==> src/rtl/amo_pkg.sv <==
package amo_pkg;
  typedef enum logic [1:0] {
    AMO_ADD  = 2'b00,
    AMO_XCHG = 2'b01,
    AMO_CAS  = 2'b10,
    AMO_RSVD = 2'b11
  } amo_op_e;

  typedef enum logic [1:0] {
    ST_IDLE = 2'd0,
    ST_READ = 2'd1,
    ST_EXEC = 2'd2
  } amo_state_e;
endpackage

==> src/rtl/amo_alu.sv <==
module amo_alu
  import amo_pkg::*;
#(
  parameter int unsigned DATA_W   = 64,
  parameter int unsigned NARROW_W = 32
) (
  input  amo_op_e             op_i,
  input  logic                wide_i,
  input  logic [DATA_W-1:0]   old_i,
  input  logic [DATA_W-1:0]   opa_i,
  input  logic [DATA_W-1:0]   opb_i,
  output logic [DATA_W-1:0]   new_o,
  output logic [DATA_W-1:0]   ret_o,
  output logic                wr_o,
  output logic                err_o
);
  localparam int unsigned HI_W = DATA_W - NARROW_W;

  logic [DATA_W-1:0]   sum_w;
  logic [NARROW_W-1:0] sum_n;
  logic                eq_w, eq_n;
  logic [DATA_W-1:0]   res_w;
  logic [NARROW_W-1:0] res_n;

  assign sum_w = old_i + opa_i;
  assign sum_n = old_i[NARROW_W-1:0] + opa_i[NARROW_W-1:0];
  assign eq_w  = (old_i == opb_i);
  assign eq_n  = (old_i[NARROW_W-1:0] == opb_i[NARROW_W-1:0]);

  always_comb begin
    res_w = opa_i;
    res_n = opa_i[NARROW_W-1:0];
    wr_o  = 1'b0;
    err_o = 1'b0;
    unique case (op_i)
      AMO_ADD: begin
        res_w = sum_w;
        res_n = sum_n;
        wr_o  = 1'b1;
      end
      AMO_XCHG: wr_o = 1'b1;
      AMO_CAS:  wr_o = wide_i ? eq_w : eq_n;
      default:  err_o = 1'b1;
    endcase
  end

  assign new_o = wide_i ? res_w : {old_i[DATA_W-1:NARROW_W], res_n};

  always_comb begin
    if (err_o)       ret_o = '0;
    else if (wide_i) ret_o = old_i;
    else             ret_o = {{HI_W{1'b0}}, old_i[NARROW_W-1:0]};
  end
endmodule

==> src/rtl/amo_seq.sv <==
module amo_seq
  import amo_pkg::*;
(
  input  logic clk_i,
  input  logic rst_ni,
  input  logic req_valid_i,
  output logic ready_o,
  output logic capture_o,
  output logic rd_phase_o,
  output logic ex_phase_o
);
  amo_state_e state_q, state_d;

  always_comb begin
    state_d = state_q;
    unique case (state_q)
      ST_IDLE: if (req_valid_i) state_d = ST_READ;
      ST_READ: state_d = ST_EXEC;
      ST_EXEC: state_d = ST_IDLE;
      default: state_d = ST_IDLE;
    endcase
  end

  always_ff @(posedge clk_i or negedge rst_ni) begin
    if (!rst_ni) state_q <= ST_IDLE;
    else         state_q <= state_d;
  end

  assign ready_o    = (state_q == ST_IDLE);
  assign capture_o  = ready_o & req_valid_i;
  assign rd_phase_o = (state_q == ST_READ);
  assign ex_phase_o = (state_q == ST_EXEC);
endmodule

==> src/rtl/amo_completer.sv <==
module amo_completer
  import amo_pkg::*;
#(
  parameter int unsigned ADDR_W   = 8,
  parameter int unsigned DATA_W   = 64,
  parameter int unsigned NARROW_W = 32
) (
  input  logic              clk_i,
  input  logic              rst_ni,
  input  logic              req_valid_i,
  output logic              req_ready_o,
  input  logic [1:0]        req_op_i,
  input  logic              req_wide_i,
  input  logic [ADDR_W-1:0] req_addr_i,
  input  logic [DATA_W-1:0] req_opa_i,
  input  logic [DATA_W-1:0] req_opb_i,
  output logic              mem_req_o,
  output logic              mem_we_o,
  output logic [ADDR_W-1:0] mem_addr_o,
  output logic [DATA_W-1:0] mem_wdata_o,
  input  logic [DATA_W-1:0] mem_rdata_i,
  output logic              cpl_valid_o,
  output logic [DATA_W-1:0] cpl_data_o,
  output logic              cpl_err_o
);
  logic              capture, rd_phase, ex_phase;
  amo_op_e           op_q;
  logic              wide_q;
  logic [ADDR_W-1:0] addr_q;
  logic [DATA_W-1:0] opa_q, opb_q;
  logic [DATA_W-1:0] new_word, ret_word;
  logic              do_wr, op_err;

  amo_seq u_seq (
    .clk_i      (clk_i),
    .rst_ni     (rst_ni),
    .req_valid_i(req_valid_i),
    .ready_o    (req_ready_o),
    .capture_o  (capture),
    .rd_phase_o (rd_phase),
    .ex_phase_o (ex_phase)
  );

  always_ff @(posedge clk_i or negedge rst_ni) begin
    if (!rst_ni) begin
      op_q   <= AMO_RSVD;
      wide_q <= 1'b0;
      addr_q <= '0;
      opa_q  <= '0;
      opb_q  <= '0;
    end else if (capture) begin
      op_q   <= amo_op_e'(req_op_i);
      wide_q <= req_wide_i;
      addr_q <= req_addr_i;
      opa_q  <= req_opa_i;
      opb_q  <= req_opb_i;
    end
  end

  amo_alu #(.DATA_W(DATA_W), .NARROW_W(NARROW_W)) u_alu (
    .op_i  (op_q),
    .wide_i(wide_q),
    .old_i (mem_rdata_i),
    .opa_i (opa_q),
    .opb_i (opb_q),
    .new_o (new_word),
    .ret_o (ret_word),
    .wr_o  (do_wr),
    .err_o (op_err)
  );

  // completion and write-back share the cycle after the read
  assign mem_we_o    = ex_phase & do_wr;
  assign mem_req_o   = rd_phase | mem_we_o;
  assign mem_addr_o  = addr_q;
  assign mem_wdata_o = new_word;
  assign cpl_valid_o = ex_phase;
  assign cpl_data_o  = ex_phase ? ret_word : '0;
  assign cpl_err_o   = ex_phase & op_err;
endmodule

==> config.mk <==
export PLATFORM = sky130hd
export DESIGN_NAME = amo_completer
export DESIGN_NICKNAME = d
export VERILOG_FILES = /design/src/rtl/amo_pkg.sv /design/src/rtl/amo_alu.sv /design/src/rtl/amo_seq.sv /design/src/rtl/amo_completer.sv
export SDC_FILE = /design/constraint.sdc
export NUM_CORES = 1
export LEC_CHECK = 0
export BUFFER_PORTS_ARGS = -buffer_cell sky130_fd_sc_hd__buf_2
export CORE_ASPECT_RATIO = 1.25
export CORE_MARGIN = 2
export CORE_UTILIZATION = 57
export DETAILED_ROUTE_END_ITERATION = 8
export GPL_TIMING_DRIVEN = 0
export PLACE_DENSITY = 0.88
export SLEW_MARGIN = 10
export SYNTH_ARGS = -nofsm -noshare
export SYNTH_HDL_FRONTEND = slang
export SYNTH_SLANG_ARGS = --single-unit
==> constraint.sdc <==
create_clock -name clk_i -period 7.25 [get_ports clk_i]
set_input_delay 0.3625 -clock clk_i [delete_from_list [all_inputs] [get_ports clk_i]]
set_output_delay 0.3625 -clock clk_i [all_outputs]
set_load 0.01 [all_outputs]
==> impl_metrics.py, run 1 <==
metrics = {
    "status": {
        "status": "complete, no violations",
    },
    "global_route": {
        "grt_overflow": 0,
        "antenna_found_initial": 6,
        "track_usage": 0.401,
        "grt_max_degree": 88,
        "grt_pass1_wl_um": 62400,
        "grt_pass1_vias": 11400,
    },
    "yosys": {
        "async_flop_share": 1.00,
        "ys_seq_elements": 141,
        "yosys-top-cells-area": "dfrtp_1 32%, mux2_2 14%, ha_1 7.2%, xor2_1 6.7%, a21oi_1 4.1%",
        "ys_types": 68,
        "synth_area_um2": 11000,
        "synth_top_area_share": 0.316,
        "netlist_instances": 1209,
        "syn-num-nets": 1479,
        "syn-mean-instance-area_um2": 9.12,
        "synth-edff-count": 0,
        "ys_seq_area_frac": 0.320,
        "synth_top_cell_by_area": "dfrtp_1",
        "synthFlopType": "dfrtp_1",
        "synth_warnings": 0,
    },
    "worst_setup_path": {
        "cp-end-kind": "output port",
        "crit_fanout": 4,
        "start_kind": "flip-flop",
        "crit_type": "reg -> out",
        "arrival_ns": 4.61,
        "crit_required_ns": 6.89,
        "worstRegToRegCells": 6,
    },
    "drt": {
        "first_pass_iters": 6,
        "vias": 11400,
        "routed_wl_um": 41700,
        "antenna_left": 0,
        "drc": 0,
        "via_per_inst": 6.22,
        "wire_per_inst_um": 22.8,
        "drtIter0Drc": 992,
    },
    "layout": {
        "drive_gt1_frac": 0.343,
        "multi_input_area_um2": 7180,
        "n_fill_cell": 1422,
        "regArea_um2": 3530,
        "nNetsFinal": 1847,
        "area_growth_pct": 24.5,
    },
    "cts": {
        "cts-htree-levels": 4,
        "cts_root_buf": "clkbuf_16",
        "postCtsSetupBuffers": 0,
        "cts_tree": "yes",
        "path_clk_slew_ns": 0.06,
        "clock_latency_ns": 0.44,
        "hold_buffers": 1,
        "clockBufferDepth": 2,
        "cts_buffers": 17,
        "clock-sinks": 141,
        "postCtsResizedCells": 0,
    },
    "pwr": {
        "p_int_uw": 2510,
        "switching_share": 0.437,
        "ir_drop_uv": 179,
        "clkPwrFrac": 0.211,
        "seq_power_share": 0.266,
        "p_leak_uw": 0.00661,
        "switchingPower_uw": 1950,
        "p_per_area_nw_per_um2": 325,
        "combPwrFrac": 0.523,
    },
    "hold_path": {
        "hp-class": "in -> reg",
        "whs_path_depth": 3,
    },
    "die": {
        "fp-row-count": 56,
        "core_um2": 18800,
        "ios": 347,
        "start_util": 0.585,
        "dieArea_um2": 20500,
        "fp.dieH_um": 159,
        "die_x_um": 128,
    },
    "placed_design": {
        "globalplace.congestion": 0.983,
        "dp_worst_setup_slack_ns": 2.82,
        "hpwlAfterDp_um": 33000,
        "port_buffers": 346,
    },
    "flow_run": {
        "maxCapViolations": 0,
    },
    "timing": {
        "tightest_slew_ns": 1.00,
        "setup_tns_ns": 0,
        "setup_viol": 0,
        "period_share": 0.686,
        "relSlewSlack": 0.316,
        "hold_violations": 0,
        "finalWorstSetupSlack_ns": 2.27,
        "finalClockSkew_ns": 0.00862,
        "fmax_mhz": 201,
        "rsz0062_at_grt": "false",
        "slew_viol_final": 0,
        "min_period_ns": 4.98,
    },
}
layout by cell type (no fill, tap or decap), types with 3 or more instances in the layout:
master / n
buf_2: 347
mux2_2: 140
dfrtp_1: 139
nand2_1: 112
a21oi_1: 90
xor2_1: 84
o21ai_0: 78
nor2_1: 71
ha_1: 63
clkbuf_1: 60
and3_1: 42
and2_1: 38
xnor2_1: 38
a21o_1: 28
a31oi_1: 21
nand3_1: 19
inv_1: 18
nand4_1: 18
clkbuf_16: 17
nor4_1: 16
nor2b_1: 13
o21a_1: 9
o21bai_1: 9
o21ai_1: 7
a41oi_1: 7
diode_2: 6
nand2b_1: 6
a211oi_1: 6
inv_6: 6
a221oi_1: 5
o221ai_1: 4
buf_1: 4
nor3_1: 4
and4_1: 3
a211o_1: 3
or3_1: 3
or2_2: 3
a311oi_1: 3
bufinv_16: 3
power by group through the flow:
stage	clock network (µW)	registers (µW)	logic, µW
6_report	942	1180	2330
5_1_grt	979	1200	2520
4_1_cts	943	1170	2290
3_5_place_dp	0	1190	2270
3_3_place_gp	0	1170	2230
2_1_floorplan	0	1130	1550
area by class of cell:
type / instances / share of cell area
multi-input combinational: 984 / 0.523
sequential: 141 / 0.257
timing repair buffer: 349 / 0.130
clock buffer: 17 / 0.0310
tap: 232 / 0.0211
buffer: 66 / 0.0182
clock inverter: 14 / 0.0132
inverter: 18 / 0.00492
antenna: 6 / 0.00109
cell families (layout without fill, tap and decap cells):
| group | Yosys count | count (layout) | share of synthesized area |
|---|---|---|---|
| other | 0 | 6 | 0 |
| adders and majority gates | 64 | 64 | 0.0733 |
| AOI/OAI and AO/OA | 302 | 302 | 0.176 |
| xor gates and xnor gates | 122 | 122 | 0.0969 |
| muxes | 140 | 140 | 0.143 |
| DFF | 141 | 141 | 0.320 |
| and+or+nand+nor | 356 | 356 | 0.161 |
| buffers and inverters | 84 | 464 | 0.0288 |
worst paths after layout:
kind,to,startpoint,slack (ns)
max in group asynchronous,op_q[0]$_DFFE_PN1P_,rst_ni,5.92
min in group asynchronous,opa_q[51]$_DFFE_PN0P_,rst_ni,0.46
min,opa_q[1]$_DFFE_PN0P_,req_opa_i[1],0.15
min reg2reg,u_seq.state_q[1]$_DFFE_PN0P_,u_seq.state_q[1]$_DFFE_PN0P_,0.48
max,mem_wdata_o[57],opa_q[4]$_DFFE_PN0P_,2.27
max reg2reg,opb_q[28]$_DFFE_PN0P_,u_seq.state_q[0]$_DFFE_PN0P_,4.39
through the flow:
stage	instances	instance area (µm²)	power, µW	utilization	hold WS [ns]
after detailed placement	1789	13100	3460	0.695	0.352
after global routing	1824	13700	4700	0.728	0.143
final	1827	13700	4450	0.728	0.149
after global placement	1787	13000	3400	0.692	0.448
after floorplan	1209	11000	2670	-	0.0669
after CTS	1821	13700	4400	0.727	0.142
metal layers:
layer | vias up | global-route usage | routed length, µm
met5 | - | 0 | 13
met3 | 179 | 0.0877 | 3680
li1 | 5112 | - | -
met2 | 721 | 0.708 | 20700
met4 | 2 | 0.257 | 2890
met1 | 5344 | 0.427 | 14500
synth_stat cells (4+ instances only):
| cell | n |
|---|---|
| nand3_1 | 19 |
| nor2_1 | 71 |
| dfrtp_1 | 139 |
| ha_1 | 63 |
| a211oi_1 | 6 |
| xnor2_1 | 38 |
| a21o_1 | 28 |
| and3_1 | 42 |
| a21oi_1 | 91 |
| nor3_1 | 4 |
| nor4_1 | 16 |
| o21bai_1 | 9 |
| xor2_1 | 84 |
| clkbuf_1 | 60 |
| nand2_1 | 112 |
| nand4_1 | 18 |
| a221oi_1 | 5 |
| and2_1 | 38 |
| o21a_1 | 9 |
| nor2b_1 | 13 |
| nand2b_1 | 6 |
| a31oi_1 | 21 |
| buf_1 | 4 |
| o21ai_0 | 78 |
| mux2_2 | 140 |
| a41oi_1 | 7 |
| inv_1 | 18 |
| o21ai_1 | 7 |
| o221ai_1 | 4 |
sequential cells by signal, summed over array words and instances (netlist names):
register,flops
opa_q,64
wide_q,1
mem_addr_o,8
op_q,2
opb_q,64
u_seq.state_q,2
critical path, cell delays in order (launching register included):
cell       delay (ns)
dfrtp_1          0.40
ha_1             0.35
a21oi_1          0.26
o21ai_1          0.20
a31o_2           0.34
a2111oi_0        0.91
o21ai_2          0.27
a41oi_1          0.39
a41oi_1          0.20
nand2_1          0.19
o21bai_1         0.11
xnor2_1          0.15
a31oi_1          0.24
buf_2            0.17
(Power assumes the default switching activity.)
==> run 2: changes to the inputs <==
- CORE_UTILIZATION: 57 -> 53
- PLACE_DENSITY: 0.88 -> 0.82
- clock period: 7.25 -> 4.9 ns (I/O delays scaled with it)
==> run 2 against run 1 <==
  * Clock-buffer cell count stayed put
  * Via count shrank 2.4%
  * Global-route usage down 3.8 points
  * Non-clock buffer count is 1 lower
  * Wire length is 2.7% lower
  * Sequential power up 48%
  * Sequential share of layout area about the same
  * Design area barely moved
  * Clock power grew 40%
==> impl_metrics.py, run 2 (synthesis gave the netlist of run 1 again) <==
metrics = {
    "die": {
        "fp-row-count": 59,
        "start_util": 0.535,
        "die_x_um": 133,
        "ios": 347,
        "fp.dieH_um": 165,
        "dieArea_um2": 22000,
        "core_um2": 20600,
    },
    "cts": {
        "cts-htree-levels": 4,
        "clockBufferDepth": 2,
        "clock-sinks": 141,
        "clock_latency_ns": 0.44,
        "cts_buffers": 17,
        "cts_root_buf": "clkbuf_16",
        "path_clk_slew_ns": 0.07,
        "cts_tree": "yes",
    },
    "drt": {
        "first_pass_iters": 5,
        "vias": 11100,
        "drc": 0,
        "routed_wl_um": 40600,
        "antenna_left": 0,
        "drtIter0Drc": 731,
        "via_per_inst": 5.95,
        "wire_per_inst_um": 21.8,
    },
    "hold_path": {
        "hp-class": "in -> reg",
    },
    "placed_design": {
        "hpwlAfterDp_um": 32600,
        "port_buffers": 346,
        "dp.cells": 1830,
        "dpl_cell_area_um2": 13100,
        "dp_worst_setup_slack_ns": 0.801,
        "globalplace.congestion": 0.954,
    },
    "timing": {
        "finalWorstSetupSlack_ns": 0.297,
        "slew_viol_final": 0,
        "period_share": 0.939,
        "tightest_slew_ns": 0.882,
        "finalClockSkew_ns": 0.00638,
        "rsz0062_at_grt": "false",
        "min_period_ns": 4.60,
        "setup_viol": 0,
        "relSlewSlack": 0.412,
        "setup_tns_ns": 0,
        "hold_violations": 0,
        "fmax_mhz": 217,
    },
    "global_route": {
        "track_usage": 0.363,
        "antenna_found_initial": 1,
        "grt_pass1_wl_um": 60200,
        "grt_overflow": 0,
        "grt_max_degree": 88,
        "grt_pass1_vias": 10900,
    },
    "flow_run": {
        "maxCapViolations": 0,
    },
    "pwr": {
        "combPwrFrac": 0.526,
        "p_leak_uw": 0.00659,
        "switching_share": 0.443,
        "switchingPower_uw": 2880,
        "p_per_area_nw_per_um2": 473,
        "p_int_uw": 3610,
        "seq_power_share": 0.270,
        "ir_drop_uv": 251,
        "clkPwrFrac": 0.204,
    },
    "layout": {
        "fin_area_um2": 13700,
        "drive_gt1_frac": 0.343,
        "layout_common_cells": "347 x buf_2, 140 x mux2_2, 139 x dfrtp_1",
        "final_common_cell": "buf_2",
        "utilization": 0.666,
        "nNetsFinal": 1846,
        "instances_no_fill": 1864,
        "area_growth_pct": 24.5,
    },
    "worst_setup_path": {
        "rrSetupSlack_ns": 1.95,
        "cp-end-kind": "output port",
        "start_kind": "flip-flop",
        "crit_required_ns": 4.66,
        "crit_type": "reg -> out",
        "arrival_ns": 4.36,
        "crit_fanout": 6,
    },
    "status": {
        "status": "complete, no violations",
    },
}
## run 2: worst max-delay path, cell delays in order (launching register included)
cell	delay, ns
dfrtp_1	0.42
ha_1	0.39
a21o_1	0.21
o21ba_2	0.25
o21ai_0	0.11
a2111oi_0	0.65
o31a_1	0.28
o21ai_1	0.17
a22oi_2	0.38
o31ai_1	0.20
a221oi_1	0.34
xor2_1	0.11
o221ai_1	0.23
buf_2	0.18
## run 2: metrics by stage
| step | hold slack [ns] | total power (µW) |
|---|---|---|
| floorplan | -0.0506 | 3960 |
| global placement | 0.446 | 5050 |
| detailed placement | 0.241 | 5110 |
| CTS | 0.0118 | 6450 |
| global route | 0.0219 | 6880 |
| finish | 0.0233 | 6490 |
## run 2: metal layers
| layer | track usage | share of wire |
|---|---|---|
| met1 | 0.394 | 0.37 |
| met2 | 0.669 | 0.51 |
| met3 | 0.0696 | 0.074 |
| met4 | 0.197 | 0.052 |
| met5 | 0 | 0 |
## run 2: path summary, 6_finish.rpt
path / start / end / depth (start not counted)
min in group asynchronous: rst_ni / mem_addr_o[1]$_DFFE_PN0P_ / 2
min reg2reg: u_seq.state_q[1]$_DFFE_PN0P_ / u_seq.state_q[1]$_DFFE_PN0P_ / 1
max in group asynchronous: rst_ni / opa_q[25]$_DFFE_PN0P_ / 3
min: req_opa_i[1] / opa_q[1]$_DFFE_PN0P_ / 3
max reg2reg: u_seq.state_q[0]$_DFFE_PN0P_ / opb_q[37]$_DFFE_PN0P_ / 6
max: opa_q[17]$_DFFE_PN0P_ / mem_wdata_o[62] / 13
## run 2: power by group through the flow
stage,registers (µW),clock network (µW),logic (µW)
after floorplan,1670,0,2290
after global placement,1750,0,3300
after detailed placement,1760,0,3340
after CTS,1740,1330,3380
after global routing,1780,1380,3720
final,1750,1320,3410
## run 2: what timing repair did
| action | 4_1_cts | 5_1_grt |
|---|---|---|
| setup buffers | 0 | 0 |
| resized for setup | 0 | 0 |
| endpoints found under the hold margin | 54 | 0 |
| hold buffers | 1 | 0 |
| endpoints found under the setup margin | 0 | 0 |
## run 2: cell type report
class                      count  area [µm²]
multi-input combinational    984        7180
clock inverter                15         150
fill                        1721        6870
tap                          274         343
inverter                      18        67.6
antenna                        1        2.50
clock buffer                  17         425
sequential                   141        3530
buffer                        66         250
timing repair buffer         348        1780
==> run 3: changes to the inputs <==
- CAP_MARGIN: unset -> 20
- CELL_PAD_IN_SITES_DETAIL_PLACEMENT: unset -> 0
- CELL_PAD_IN_SITES_GLOBAL_PLACEMENT: unset -> 2
- CORE_UTILIZATION: 53 -> 31
- PLACE_DENSITY: 0.82 -> unset
- PLACE_DENSITY_LB_ADDON: unset -> 0.1
==> run 3 against run 2 <==
  * Non-clock buffer count is 20 higher
  * Sequential share of layout area decreased by 0.84 points
  * Utilization fell by 26 points
  * Flip-flop and latch count is the same
  * Sequential power is essentially flat
  * Die area up 69%
  * Critical path depth did not move
  * Design area rose by 3.4%
  * Clock power hardly changed
  * Clock skew rose by 0.0036 ns
==> impl_metrics.py, run 3 (synthesis gave the netlist of run 1 again) <==
metrics = {
    "layout": {
        "multi_input_area_um2": 7190,
        "drive_gt1_frac": 0.339,
        "layout_common_cells": "347 x buf_2, 140 x mux2_2, 139 x dfrtp_1",
        "regArea_um2": 3530,
        "area_growth_pct": 28.7,
        "final_common_cell": "buf_2",
        "nNetsFinal": 1866,
        "n_fill_cell": 3751,
    },
    "pwr": {
        "p_leak_uw": 0.00666,
        "p_per_area_nw_per_um2": 458,
        "ir_drop_uv": 223,
        "finalPower_uw": 6500,
    },
    "cts": {
        "cts-htree-levels": 4,
        "clock_latency_ns": 0.45,
        "clock-sinks": 141,
        "cts_root_buf": "clkbuf_16",
        "cts_buffers": 17,
        "path_clk_slew_ns": 0.07,
        "cts_tree": "yes",
        "clockBufferDepth": 2,
        "postCtsSetupBuffers": 0,
    },
    "die": {
        "dieArea_um2": 37100,
        "die_x_um": 173,
        "ios": 347,
        "core_um2": 35300,
        "fp.dieH_um": 215,
        "start_util": 0.313,
        "fp-row-count": 77,
    },
    "worst_setup_path": {
        "crit_required_ns": 4.66,
        "arrival_ns": 4.42,
        "start_kind": "flip-flop",
        "crit_fanout": 4,
        "crit_type": "reg -> out",
        "cp-end-kind": "output port",
    },
    "placed_design": {
        "globalplace.congestion": 0.924,
        "hpwlAfterDp_um": 37700,
        "port_buffers": 346,
    },
    "global_route": {
        "grt_overflow": 0,
        "grt_pass1_wl_um": 69600,
        "track_usage": 0.251,
        "grt_max_degree": 94,
        "antenna_found_initial": 12,
        "grt_pass1_vias": 11300,
    },
    "timing": {
        "setup_tns_ns": 0,
        "tightest_slew_ns": 0.892,
        "min_period_ns": 4.67,
        "period_share": 0.953,
        "finalClockSkew_ns": 0.00997,
        "fmax_mhz": 214,
        "relSlewSlack": 0.405,
        "rsz0062_at_grt": "false",
        "setup_viol": 0,
        "slew_viol_final": 0,
        "hold_violations": 0,
    },
    "status": {
        "status": "complete, no violations",
    },
    "drt": {
        "wire_per_inst_um": 22.3,
        "drtIter0Drc": 472,
        "vias": 10700,
        "drc": 0,
        "first_pass_iters": 5,
        "antenna_left": 0,
        "routed_wl_um": 46500,
        "via_per_inst": 5.14,
    },
    "flow_run": {
        "maxCapViolations": 0,
    },
    "hold_path": {
        "hp-class": "in -> reg",
    },
}
[run 3: changes by cell type in the layout (fill, tap and decap cells not counted)]
cell           previous run  this run
clkinvlp_4                1         3
buf_6                     1         0
inv_8                     4         1
a2111oi_0                 2         1
buf_8                     0         2
clkinv_2                  3         2
dlygate4sd3_1             1        20
clkinv_4                  2         3
a2111oi_2                 0         1
clkbuf_1                 60        61
diode_2                   1         4
[run 3: report_power, final]
| group | internal [µW] | switching (µW) | leakage [µW] |
|---|---|---|---|
| logic | 1440 | 2050 | 0.00475 |
| clock network | 708 | 586 | 0.000270 |
| registers | 1470 | 248 | 0.00164 |
[run 3: final cells by class]
type                       count  share of cell area
multi-input combinational    984               0.507
antenna                        4            0.000706
clock inverter                14             0.00953
timing repair buffer         368               0.140
buffer                        66              0.0176
sequential                   141               0.249
clock buffer                  18              0.0303
tap                          474              0.0418
inverter                      18             0.00476
[run 3: routing by layer]
| metal | routed length [µm] | vias to the layer above | GRT usage |
|---|---|---|---|
| met5 | 78 | - | 0 |
| li1 | - | 5150 | - |
| met1 | 18400 | 5193 | 0.283 |
| met3 | 2170 | 56 | 0.0478 |
| met4 | 1070 | 14 | 0.0777 |
| met2 | 24800 | 311 | 0.474 |
[run 3: timing repair]
action | 4_1_cts | 5_1_grt
hold buffers | 20 | 0
resized for setup | 1 | 1
setup endpoints to repair | 2 | 1
hold endpoints to repair | 67 | 0
[run 3: stage by stage]
step | instances | util | setup slack [ns] | area [µm²] | hold WS (ns)
after floorplan | 1209 | - | 1.58 | 11000 | -0.0506
after global placement | 2029 | 0.379 | 0.261 | 13300 | 0.449
after detailed placement | 2031 | 0.380 | 0.399 | 13400 | 0.201
after CTS | 2083 | 0.402 | 0.0920 | 14200 | 0.000114
after global routing | 2086 | 0.402 | 0.0610 | 14200 | 0.00757
final | 2087 | 0.402 | 0.230 | 14200 | 0.0209
[run 3: worst max-delay path, stage by stage, from the launching register on]
cell and delay, ns:
dfrtp_1 0.42, ha_1 0.36, o211ai_1 0.11, o21ai_1 0.32
nor2b_1 0.10, o221ai_2 0.38, a41oi_1 0.37, o41ai_2 0.52
o221ai_2 0.28, o31ai_4 0.41, a41oi_1 0.25, a21oi_1 0.16
nand4b_1 0.13, buf_2 0.16
[run 3: final timing paths]
kind	startpoint	end	slack, ns	cells past startpoint
worst max-delay path	opa_q[2]$_DFFE_PN0P_	mem_wdata_o[63]	0.23	13
worst min-delay path	req_opb_i[57]	opb_q[57]$_DFFE_PN0P_	0.02	2
worst max register to register	u_seq.state_q[0]$_DFFE_PN0P_	opb_q[38]$_DFFE_PN0P_	2.05	6
worst min register to register	u_seq.state_q[1]$_DFFE_PN0P_	u_seq.state_q[1]$_DFFE_PN0P_	0.47	1
max in group asynchronous	rst_ni	op_q[0]$_DFFE_PN1P_	3.73	3
min in group asynchronous	rst_ni	opa_q[44]$_DFFE_PN0P_	0.33	2
